==> src/rtl/prio_pkg.sv <==
package prio_pkg;
    localparam int DEF_STAGE_W = 8;
    localparam int DEF_NSTAGE  = 4;
endpackage

==> src/rtl/prio_stage.sv <==
module prio_stage #(
    parameter int W = 8,
    localparam int CW = $clog2(W)
) (
    input  logic [W-1:0]  req_n,
    input  logic          en_n,
    output logic [CW-1:0] code_n,
    output logic          gs_n,
    output logic          eo_n
);
    logic [CW-1:0] win;
    logic          hit;

    // Ascending scan: a later (higher) request overwrites the earlier one.
    always_comb begin
        win = '0;
        hit = 1'b0;
        for (int i = 0; i < W; i++) begin
            if (!req_n[i]) begin
                win = CW'(i);
                hit = 1'b1;
            end
        end
    end

    always_comb begin
        code_n = (!en_n && hit) ? ~win : '1;
        gs_n   = !(!en_n && hit);
        eo_n   = !(!en_n && !hit);
    end
endmodule

==> src/rtl/prio_merge.sv <==
module prio_merge #(
    parameter int NS = 4,
    parameter int CW = 3,
    localparam int SW = $clog2(NS)
) (
    input  logic [NS-1:0][CW-1:0] code_n,
    input  logic [NS-1:0]         gs_n,
    output logic [SW+CW-1:0]      idx,
    output logic                  found_n
);
    logic [SW-1:0] grp;
    logic [CW-1:0] low;

    // At most one stage reports a request, so OR-merging is exact.
    always_comb begin
        grp = '0;
        low = '0;
        for (int s = 0; s < NS; s++) begin
            if (!gs_n[s]) grp = grp | SW'(s);
            low = low | ~code_n[s];
        end
        idx     = {grp, low};
        found_n = &gs_n;
    end
endmodule

==> src/rtl/prio_enc32.sv <==
module prio_enc32
    import prio_pkg::*;
#(
    parameter int NSTAGE  = DEF_NSTAGE,
    parameter int STAGE_W = DEF_STAGE_W,
    localparam int NREQ = NSTAGE * STAGE_W,
    localparam int CW   = $clog2(STAGE_W),
    localparam int IW   = $clog2(NSTAGE) + CW
) (
    input  logic [NREQ-1:0] req_n,
    input  logic            en_n,
    output logic [IW-1:0]   grant_idx,
    output logic            found_n,
    output logic            idle_n
);
    logic [NSTAGE-1:0][CW-1:0] st_code_n;
    logic [NSTAGE-1:0]         st_gs_n;
    logic [NSTAGE-1:0]         st_eo_n;
    logic [NSTAGE-1:0]         st_en_n;

    generate
        for (genvar g = 0; g < NSTAGE; g++) begin : g_stage
            if (g == NSTAGE - 1) begin : g_head
                assign st_en_n[g] = en_n;
            end else begin : g_link
                assign st_en_n[g] = st_eo_n[g+1];
            end
            prio_stage #(.W(STAGE_W)) u_stage (
                .req_n  (req_n[g*STAGE_W +: STAGE_W]),
                .en_n   (st_en_n[g]),
                .code_n (st_code_n[g]),
                .gs_n   (st_gs_n[g]),
                .eo_n   (st_eo_n[g])
            );
        end
    endgenerate

    prio_merge #(.NS(NSTAGE), .CW(CW)) u_merge (
        .code_n  (st_code_n),
        .gs_n    (st_gs_n),
        .idx     (grant_idx),
        .found_n (found_n)
    );

    assign idle_n = st_eo_n[0];
endmodule

==> config.mk <==
export PLATFORM = sky130hd
export DESIGN_NAME = prio_enc32
export DESIGN_NICKNAME = d
export VERILOG_FILES = /design/src/rtl/prio_pkg.sv /design/src/rtl/prio_stage.sv /design/src/rtl/prio_merge.sv /design/src/rtl/prio_enc32.sv
export SDC_FILE = /design/constraint.sdc
export NUM_CORES = 1
export LEC_CHECK = 0
export BUFFER_PORTS_ARGS = -buffer_cell sky130_fd_sc_hd__clkbuf_2
export CAP_MARGIN = 20
export CELL_PAD_IN_SITES_DETAIL_PLACEMENT = 1
export CELL_PAD_IN_SITES_GLOBAL_PLACEMENT = 1
export CORE_UTILIZATION = 20
export DETAILED_ROUTE_END_ITERATION = 10
export GPL_TIMING_DRIVEN = 0
export PLACE_DENSITY_LB_ADDON = 0.1
export SETUP_SLACK_MARGIN = 0.3
export SLEW_MARGIN = 5
export SYNTH_ARGS = -nofsm -noshare
export SYNTH_HDL_FRONTEND = slang
export SYNTH_HIERARCHICAL = 1
export SYNTH_SLANG_ARGS = --single-unit
==> constraint.sdc <==
create_clock -name vclk -period 2.93
set_input_delay 0.586 -clock vclk [all_inputs]
set_output_delay 0.586 -clock vclk [all_outputs]
set_load 0.01 [all_outputs]
; ---- Yosys cells after proc, flatten, opt, wreduce, memory -nomap -nowiden
; Cells that the tools add are included.
[totals]
elab_cells = 97
in_bits = 33
reg_bits = 0
[op_classes]
n_reduce_logical = 19
bitwise_logic = 11
muxes = 67
[ops]
columns = op, count
row1 = two-way mux 3 bit, 20
row2 = two-way mux 1 bit, 37
row3 = NOT 3 bit, 8
row4 = two-way mux 2 bit, 10
row5 = zero test 1 bit, 10
row6 = bitwise OR 3 bit, 3
row7 = logical AND 1 bit, 8
row8 = AND reduction 4 bit, 1

; ---- Depth between registers and ports, before layout
; Gate-level depths: netlist of the first run.
[depth]
word_depth = 18
depth_mapped = 6
depth_no_buf = 6

; ---- By module
; The synthesis of the first run kept the hierarchy.
[modules_own_cells]
columns = mod, instances, seq_area_each_um2, area_per_inst_um2, cells_per_inst
row1 = prio_stage, 4, 0.0, 87.6, 14
row2 = prio_merge, 1, 0.0, 35.0, 6

; ---- Worst setup path before layout of the first run
; No wires, ideal clock.
[synth_path]
kind = input to output
from = input port req_n[31]
to = output port found_n
required_time_ns = 2.344
n_path_buf = 0
t_arrival_ns = 2.444
slack_ns = -0.100
cell_stages = 6
path_cell_list = nand4_1 > or3_1 > or3_1 > or3_1 > or2_2 > and4_1
[synth_between]
elab_chain_cells = 8
word_cells_on_any_way = 14
cone_classes = mux (1) / reduce/logical (13)
[synth_lines]
columns = element, line_no
row1 = from (decl), prio_enc32.sv:10  ; input logic [NREQ-1:0] req_n,
row2 = two-way mux 1 bit, prio_stage.sv:19  ; if (!req_n[i]) begin
row3 = zero test 1 bit, prio_stage.sv:29  ; eo_n = !(!en_n && !hit);
row4 = logical AND 1 bit (3 in series), prio_stage.sv:29
row5 = logical AND 1 bit, prio_stage.sv:28  ; gs_n = !(!en_n && hit);
row6 = zero test 1 bit, prio_stage.sv:28
row7 = via st_gs_n[0], prio_enc32.sv:17  ; logic [NSTAGE-1:0] st_gs_n;
row8 = AND reduction 4 bit, prio_merge.sv:23  ; found_n = &gs_n;
row9 = to (decl), prio_enc32.sv:13  ; output logic found_n,
; The timed path passes the listed nets, and every way through them passes these cells.

; ---- Final worst setup path of the first run
; Ends and elaborated chain as after synthesis.

==> flow_summary_export.csv, run 1 <==
group,metric,value,unit
cells_and_area,final_net_count,149,
grt,met1_usage,18.8,%
power,vdd_ir_drop_max,0.0000390,V
synth,avgSynthCellArea,6.22,um^2
grt,number_of_global_route_vias_before_repair,656,
grt,globalRouteMet2Util,32.7,%
synth,synthesis.instances,62,
setup_path,critical_path.max_stage_delay,0.40,ns
setup_path,arrival_time_at_the_worst_endpoint,2.41,ns
floorplan,dieArea,2110,um^2
synth,netlist_area,385,um^2
synth,dominant_combinational_cell_family_by_area_after_synthesis,"simple AND/OR/NAND/NOR gates",
detailed_routing,drt_iter0_markers,5,
cells_and_area,final_cell_count_no_fill,139,
grt,grt_most_used_layer,"met2",
timing,finalHoldWorstSlack,1.55,ns
cells_and_area,antenna_cells,0,
timing,fin_tns_setup,-0.191,ns
status,failed_checks,"setup timing",
power,combPwrFrac,100.0,%
synth,yosys.area_share.adder,0,%
setup_path,cp_cell_sequence,"buf_6 -> nand4_1 -> or3_4 -> or3_4 -> or3_4 -> or2_4 -> and4_4 -> buf_6",
synth,post_synthesis_simple_gate_area_fraction,71.4,%
power,p_clk_share,0,%
place,dp.final_hpwl,1270,um
setup_path,critPathCaptureType,"primary output",
cells_and_area,areaGrowthSynthToFinish,113,%
synth,synth_cell_types,10,
place,port_bufs,40,
timing,setup-violations-final,4,
detailed_routing,drtAntennaViolNets,0,
detailed_routing,drt-pass1-iter-count,4,
worst_hold_path,holdCritPathClass,"in -> out",
timing,final.setup.worst_slack,-0.0709,ns
floorplan,core_region_area,1760,um^2
grt,antenna_found_initial,0,
floorplan,die_width,45.9,um
synth,synthXorXnorAreaFrac,0,%
setup_path,cp.required,2.34,ns
floorplan,die_y,45.9,um
synth,synth.area.mux_share,0,%
timing,max_freq,0.333,GHz
detailed_routing,drt_drc_violations_left,0,
timing,timing.max_slew.rel_slack,86.0,%
setup_path,worstSetupPathDepth,8,
grt,global_route.overflow_total,0,
synth,ys.warnings.count,6,
floorplan,rows,15,
place,dp_cells,127,
power,finalPower,0.0783,mW
synth,mappedNetlistNets,95,
grt,gr-usage-met3,0,%
floorplan,ios,40,
timing,max_slew.worst_pin.slew,0.210,ns
floorplan,initial_util,21.8,%
power,share_seq_of_total_power,0,%
cells_and_area,final_cell_area,821,um^2
timing,report.final.hold_viol_count,0,
cells_and_area,nFlopsAndLatches,0,
cells_and_area,num-clock-buffers,0,
setup_path,crit_buf_inv,2,
power,cellLeakagePower,0.368,nW
place,pre_cts_ws,-0.167,ns
setup_path,critical-path-top-delay-family,"simple AND/OR/NAND/NOR gates",
timing,min_period_over_period,102,%
power,cell_int_power,0.0457,mW
grt,grt_start_max_net_pins,6,
setup_path,cp_max_fo,5,
timing,rsz_0062_raised_after_global_routing,"yes",
place,dpl-instance-area,642,um^2
detailed_routing,total_via_count_after_detailed_routing,693,
synth,yosysSeqAreaShare,0,%
worst_hold_path,whs_endpoint,"idle_n",
setup_path,critPathLaunchType,"input port",
synth,synth_compound_area_share,28.6,%
grt,global_route.usage.total,15.9,%
cells_and_area,area.sequential,0,um^2
power,power.switching,0.0326,mW
timing,timing.final.max_slew_violations,0,
setup_path,critical_path_class,"in -> out",
power,switch_share,41.6,%
timing,final_period_minus_worst_setup_slack,3.00,ns
setup_path,cp_slowest_cell,"or3_4",
power,p_per_area,95.3,nW/um^2
detailed_routing,wl_per_cell,11.6,um
cells_and_area,final_layout_size_suffix_gt1_share,55.3,%
job,cap_violations,0,
status,status,"finished, violations left",
setup_path,path_common_cell,"or3_4",
detailed_routing,vias_per_cell,4.99,
worst_hold_path,worstHoldPathCells,4,
grt,grt_pass1_wl,2580,um
worst_hold_path,min-delay-start,"req_n[0]",
cells_and_area,finalCoreUtilization,46.5,%
detailed_routing,totalWireLength,1620,um
place,place.gp.congestion,0.736,
-- cells in the mapped netlist --
cell type	n	share of area, %
nand2_1	10	9.7
nand2b_1	12	19
a21o_1	4	7.8
nor2_1	4	3.9
and4_1	1	2.3
a311o_1	8	21
nand3_1	4	5.2
or3_1	4	6.5
nand4_1	11	18
or2_2	4	6.5
-- power groups by stage --
stage	Sequential [mW]	Clock [mW]	Combinational [mW]
floorplan	0	0	0.0227
global placement	0	0	0.0605
detailed placement	0	0	0.0615
CTS	0	0	0.0653
global route	0	0	0.0865
finish	0	0	0.0783
-- worst min-delay path: stages --
cell	delay, ns
clkbuf_2	0.08
nand4_1	0.09
or3_4	0.12
buf_6	0.09
-- layer usage --
metal  routed length, um  part of all wire [%]  vias to the layer above
met5                   0                     0                        -
met1                 623                    38                      320
met4                   0                     0                        0
met2                 937                    58                       20
met3                  57                   3.5                        0
li1                    -                     -                      353
-- worst max-delay path by stage --
stage	start	endpoint	slack (ns)
6_report	req_n[31]	found_n	-0.07
5_1_grt	req_n[31]	found_n	-0.13
4_1_cts	req_n[31]	grant_idx[1]	-0.04
3_5_place_dp	req_n[30]	grant_idx[0]	-0.17
3_3_place_gp	req_n[30]	grant_idx[1]	-0.17
2_1_floorplan	req_n[30]	grant_idx[0]	0.15
-- cell families after synthesis --
kind of cell     count (synthesis)
AO/OA/AOI/OAI                   12
AND/OR/NAND/NOR                 50
-- cells in the final DEF (no fill, tap or decap) --
master	instances
buf_6	11
clkbuf_2	25
nand2_2	1
or2_4	2
nor2_4	1
nand2b_1	12
nand4_1	11
nand2_1	9
or2_2	2
nor2_1	3
buf_8	1
buf_4	11
nand3_1	4
a21o_1	4
and4_4	1
or3_4	4
a311o_1	8
buf_2	4
-- cell type report --
| type | count | area, um^2 |
|---|---|---|
| well taps | 25 | 31.3 |
| multi-input cells | 62 | 423 |
| repair buffers | 52 | 367 |
| fillers | 243 | 943 |
-- what timing repair did --
item / in CTS / in global routing
hold buffers: 0 / 0
resized for setup: 0 / 31
pin swaps: 2 / 4
hold endpoints to repair: 0 / 0
cloned: 0 / 0
endpoints found under the setup margin: 6 / 7
setup buffers: 9 / 3
(Power assumes the default switching activity.)
==> run 2, diff against run 1 <==
--- a/config.mk
+++ b/config.mk
@@ -11,3 +11,3 @@
 export CELL_PAD_IN_SITES_GLOBAL_PLACEMENT = 1
-export CORE_UTILIZATION = 20
+export CORE_UTILIZATION = 22
 export DETAILED_ROUTE_END_ITERATION = 10
==> constraint.sdc (replaced) <==
create_clock -name vclk -period 3.26
set_input_delay 0 -clock vclk [all_inputs]
set_output_delay 0 -clock vclk [all_outputs]
set_load 0.01 [all_outputs]
==> run 2 against run 1 <==
The run ends with DRC left. Global-route usage shrank 1.4 points. Power is 31% lower. Via count shrank 8.7%. Core utilization is 8.1 points lower. Critical path depth unchanged. Setup slack improved by 1.2 ns. Sequential cell count is the same.
==> flow_summary_export.csv, run 2 (synthesis results as in run 1) <==
group,metric,value,unit
cells_and_area,antenna_cells,0,
detailed_routing,totalWireLength,1330,um
grt,global_route.usage.total,14.5,%
clock_tree,post_cts.repair.setup_buffers,0,
detailed_routing,drt_drc_violations_left,2,
place,port_bufs,40,
timing,report.final.hold_viol_count,0,
timing,min_period_over_period,66.4,%
timing,finalHoldWorstSlack,0.383,ns
cells_and_area,final_net_count,137,
floorplan,ios,40,
floorplan,initial_util,24.4,%
detailed_routing,vias_per_cell,5.36,
setup_path,critical_path_class,"in -> out",
cells_and_area,areaGrowthSynthToFinish,57.1,%
clock_tree,cts_resized,0,
setup_path,critical-path-top-delay-family,"simple AND/OR/NAND/NOR gates",
setup_path,cp_cell_sequence,"clkbuf_2 -> nand4_1 -> or3_1 -> or3_1 -> or3_1 -> or2_2 -> and4_1 -> clkbuf_2",
cells_and_area,fillers,222,
timing,timing.final.max_slew_violations,0,
grt,grt_pass1_wl,2250,um
timing,fin_tns_setup,0,ns
setup_path,path_common_cell,"or3_1",
setup_path,critPathLaunchType,"input port",
floorplan,die_width,43.9,um
cells_and_area,leading_cell_type_in_the_layout_fill_and_taps_excluded,"clkbuf_2",
cells_and_area,finalCoreUtilization,38.4,%
power,cell_int_power,0.0277,mW
detailed_routing,drtAntennaViolNets,0,
setup_path,cp_max_fo,5,
cells_and_area,nFlopsAndLatches,0,
floorplan,rows,14,
detailed_routing,total_via_count_after_detailed_routing,633,
timing,timing.max_slew.rel_slack,88.1,%
setup_path,critical_path.max_stage_delay,0.45,ns
cells_and_area,area.sequential,0,um^2
detailed_routing,drt_iter0_markers,4,
grt,grt_start_max_net_pins,6,
cells_and_area,num-clock-buffers,0,
grt,global_route.overflow_total,0,
setup_path,cp_slowest_cell,"or3_1",
power,vdd_ir_drop_max,0.0000305,V
timing,setup-violations-final,0,
status,failed_checks,"DRC",
place,dp.final_hpwl,1220,um
floorplan,core_region_area,1580,um^2
job,cap_violations,0,
setup_path,cp.required,3.26,ns
setup_path,crit_buf_inv,2,
power,power.switching,0.0263,mW
cells_and_area,most-common-layout-cells,"clkbuf_2, nand2b_1, nand4_1, nand2_1, a311o_1",
timing,final_period_minus_worst_setup_slack,2.17,ns
setup_path,worstSetupPathDepth,8,
detailed_routing,drt-pass1-iter-count,7,
setup_path,critPathCaptureType,"primary output",
place,place.gp.congestion,0.772,
timing,max_slew.worst_pin.slew,0.177,ns
floorplan,dieArea,1920,um^2
power,combPwrFrac,100.0,%
clock_tree,cts_hold_buffers_added,0,
worst_hold_path,worstHoldPathCells,4,
power,cellLeakagePower,0.280,nW
setup_path,arrival_time_at_the_worst_endpoint,2.17,ns
power,p_per_area,89.2,nW/um^2
power,switch_share,48.7,%
grt,number_of_global_route_vias_before_repair,565,
timing,rsz_0062_raised_after_global_routing,"no",
power,p_clk_share,0,%
floorplan,die_y,43.9,um
timing,max_freq,0.462,GHz
detailed_routing,wl_per_cell,11.3,um
worst_hold_path,holdCritPathClass,"in -> out",
grt,antenna_found_initial,0,
status,status,"finished, violations left",
power,share_seq_of_total_power,0,%
cells_and_area,final_layout_size_suffix_gt1_share,43.1,%
cells_and_area,area_of_the_multi_input_gates,385,um^2
run 2: cell types whose count changed in the layout (fill, tap and decap cells not counted), sizes merged:
cell	change
clkbuf	+15
buf	-27
run 2: layout make-up:
cell class,instances,share of cell area (%)
multi-input combinational,62,63.6
tap,16,3.31
timing repair buffer,40,33.1
run 2: metal layers:
metal / global-route usage, % / up-vias / part of all wire [%]
met1: 18.8 / 284 / 43
li1: - / 330 / -
met5: 0 / - / 0
met4: 0 / 0 / 0
met2: 28.1 / 19 / 51
met3: 0.417 / 0 / 5.6
run 2: tightest hold or removal path: stages:
cell	delay, ns
clkbuf_2	0.08
nand4_1	0.09
or3_1	0.10
clkbuf_2	0.12
run 2: power by group through the flow:
| stage | Clock (mW) | Combinational [mW] | Sequential (mW) |
|---|---|---|---|
| floorplan | 0 | 0.0196 | 0 |
| global placement | 0 | 0.0532 | 0 |
| detailed placement | 0 | 0.0543 | 0 |
| CTS | 0 | 0.0546 | 0 |
| global route | 0 | 0.0609 | 0 |
| finish | 0 | 0.0540 | 0 |
run 2: path summary, 6_finish.rpt:
kind      start       to
max   req_n[31]  found_n
min    req_n[0]   idle_n
run 2: through the flow:
stage          total power, mW  cell area [um^2]  setup slack (ns)  cells
6_report                0.0540               606              1.09    118
5_1_grt                 0.0609               606             0.965    118
3_5_place_dp            0.0543               606              1.09    118
3_3_place_gp            0.0532               606              1.08    118
2_1_floorplan           0.0196               385              1.40     62
4_1_cts                 0.0546               606              1.08    118
==> run 3, diff against run 2 <==
- ABC_AREA: default -> 1
- CORE_UTILIZATION: 22 -> 24
- clock period: 3.26 -> 1.7 ns (I/O delays scaled with it)
==> run 3 against run 2 <==
The flow now finishes without violations. Combinational power rose to 3.1 times the previous value. Final cell count up 47%. Sequential share of layout area unchanged. Critical endpoint is now grant_idx[1]. Largest power group unchanged.
==> flow_summary_export.csv, run 3 <==
group,metric,value,unit
power,cellLeakagePower,0.514,nW
detailed_routing,vias_per_cell,4.39,
detailed_routing,top_layer_used,"met3",
cells_and_area,finalCoreUtilization,42.5,%
detailed_routing,wl_met1,576,um
synth,synth_commonest_cells,"nand2_1, inv_1, nor2_4, o21ai_1, nand2_2",
detailed_routing,wl_met3,55,um
detailed_routing,wl_per_cell,9.17,um
setup_path,critical_path_class,"in -> out",
cells_and_area,fillers,317,
synth,mappedNetlistNets,132,
timing,final.setup.worst_slack,0.394,ns
worst_hold_path,holdCritPathClass,"in -> out",
detailed_routing,drt_drc_violations_left,0,
floorplan,ios,40,
synth,netlist_area,557,um^2
setup_path,critPathLaunchType,"input port",
timing,fin_tns_setup,0,ns
place,place.gp.congestion,0.685,
detailed_routing,total_via_count_after_detailed_routing,764,
cells_and_area,antenna_cells,0,
detailed_routing,totalWireLength,1600,um
floorplan,die_width,50.2,um
grt,global_route.usage.total,12.8,%
setup_path,cp.required,1.70,ns
synth,avgSynthCellArea,5.62,um^2
cells_and_area,area_of_the_multi_input_gates,524,um^2
worst_hold_path,whs_endpoint,"grant_idx[4]",
setup_path,critPathCaptureType,"primary output",
setup_path,arrival_time_at_the_worst_endpoint,1.31,ns
detailed_routing,drt-pass1-iter-count,1,
timing,rsz_0062_raised_after_global_routing,"yes",
worst_hold_path,min-delay-start,"en_n",
floorplan,rows,17,
grt,global_route.overflow_total,0,
timing,report.final.hold_viol_count,0,
floorplan,die_y,50.2,um
synth,synth_cell_types,10,
timing,timing.final.max_slew_violations,0,
setup_path,cp_max_fo,4,
cells_and_area,areaGrowthSynthToFinish,67.2,%
power,p_per_area,182,nW/um^2
cells_and_area,leading_cell_type_in_the_layout_fill_and_taps_excluded,"nand2_1",
grt,antenna_found_initial,0,
synth,post-synth-top-count-cell,"nand2_1",
timing,max_freq,0.766,GHz
cells_and_area,area.sequential,0,um^2
grt,number_of_global_route_vias_before_repair,716,
detailed_routing,met2_wirelength,964,um
detailed_routing,drtAntennaViolNets,0,
cells_and_area,most-common-layout-cells,"nand2_1, clkbuf_2, inv_1, nor2_4, o21ai_1",
timing,timing.max_slew.rel_slack,89.4,%
timing,final_period_minus_worst_setup_slack,1.31,ns
grt,grt_start_max_net_pins,5,
cells_and_area,final_layout_size_suffix_gt1_share,48.6,%
timing,max_slew.worst_pin.slew,0.158,ns
status,status,"complete, no violations",
clock_tree,cts_hold_buffers_added,0,
cells_and_area,final_net_count,181,
grt,grt_pass1_wl,2650,um
place,dp.final_hpwl,1320,um
timing,setup-violations-final,0,
detailed_routing,drt_iter0_markers,0,
job,cap_violations,0,
floorplan,initial_util,25.4,%
synth,post-synth-top-area-fraction,31.7,%
synth,yosysSeqAreaShare,0,%
floorplan,dieArea,2520,um^2
cells_and_area,num-clock-buffers,0,
synth,ys.warnings.count,6,
synth,synth_area_leader_cell,"nand2_1",
power,finalPower,0.170,mW
timing,min_period_over_period,76.8,%
place,pre_cts_ws,0.178,ns
worst_hold_path,worstHoldPathCells,5,
floorplan,core_region_area,2190,um^2
cells_and_area,nFlopsAndLatches,0,
timing,finalHoldWorstSlack,0.407,ns
synth,synthesis.instances,99,
power,vdd_ir_drop_max,0.0000838,V
place,port_bufs,40,
synth,ys_top_cells_by_area,"nand2_1, nor2_4, a21oi_4",
[run 3: layout make-up]
class	count	share of cell area, %
Inverter	14	5.65
Tap cell	28	3.76
Timing Repair Buffer	47	34.3
Multi-Input combinational cell	85	56.3
[run 3: per-stage QoR]
step,instances,cell area [um^2]
5_1_grt,174,931
6_report,174,931
2_1_floorplan,99,557
3_5_place_dp,167,792
4_1_cts,170,852
3_3_place_gp,167,792
[run 3: cell families (layout without fill, tap and decap cells)]
| group | Yosys count | count (layout) | synth area share [%] |
|---|---|---|---|
| buffers and inverters | 14 | 61 | 9.44 |
| AOI/OAI and AO/OA | 16 | 16 | 22.5 |
| and+or+nand+nor | 69 | 69 | 68.1 |
[run 3: report_power, final]
group | switching, mW | internal, mW
registers | 0 | 0
logic | 0.0872 | 0.0825
clock network | 0 | 0
total | 0.0872 | 0.0825
[run 3: worst max path at each step]
| stage | start | end | depth (start not counted) |
|---|---|---|---|
| floorplan | req_n[24] | grant_idx[2] | 10 |
| global placement | req_n[29] | grant_idx[2] | 12 |
| detailed placement | req_n[28] | grant_idx[2] | 12 |
| CTS | req_n[27] | grant_idx[1] | 12 |
| global route | req_n[28] | grant_idx[1] | 12 |
| finish | req_n[28] | grant_idx[1] | 12 |
[run 3: what timing repair did]
item / 4_1_cts / 5_1_grt
pin swaps: 4 / 7
hold endpoints to repair: 0 / 0
setup buffers: 3 / 4
endpoints found under the setup margin: 4 / 4
resized for setup: 5 / 18
[run 3: worst max-delay path, cell delays in order]
cell	delay [ns]
buf_8	0.08
nand2_4	0.05
nor2_4	0.11
nand3b_1	0.10
nand3b_1	0.20
nand3b_1	0.23
a21oi_4	0.17
o21ai_1	0.08
nand2_1	0.06
inv_1	0.04
nand2_1	0.06
buf_2	0.12
[run 3: metal layers]
layer	vias up	global-route usage [%]
met5	-	0
met4	0	0
met3	0	0.303
met2	17	28.2
met1	345	13.6
li1	402	-
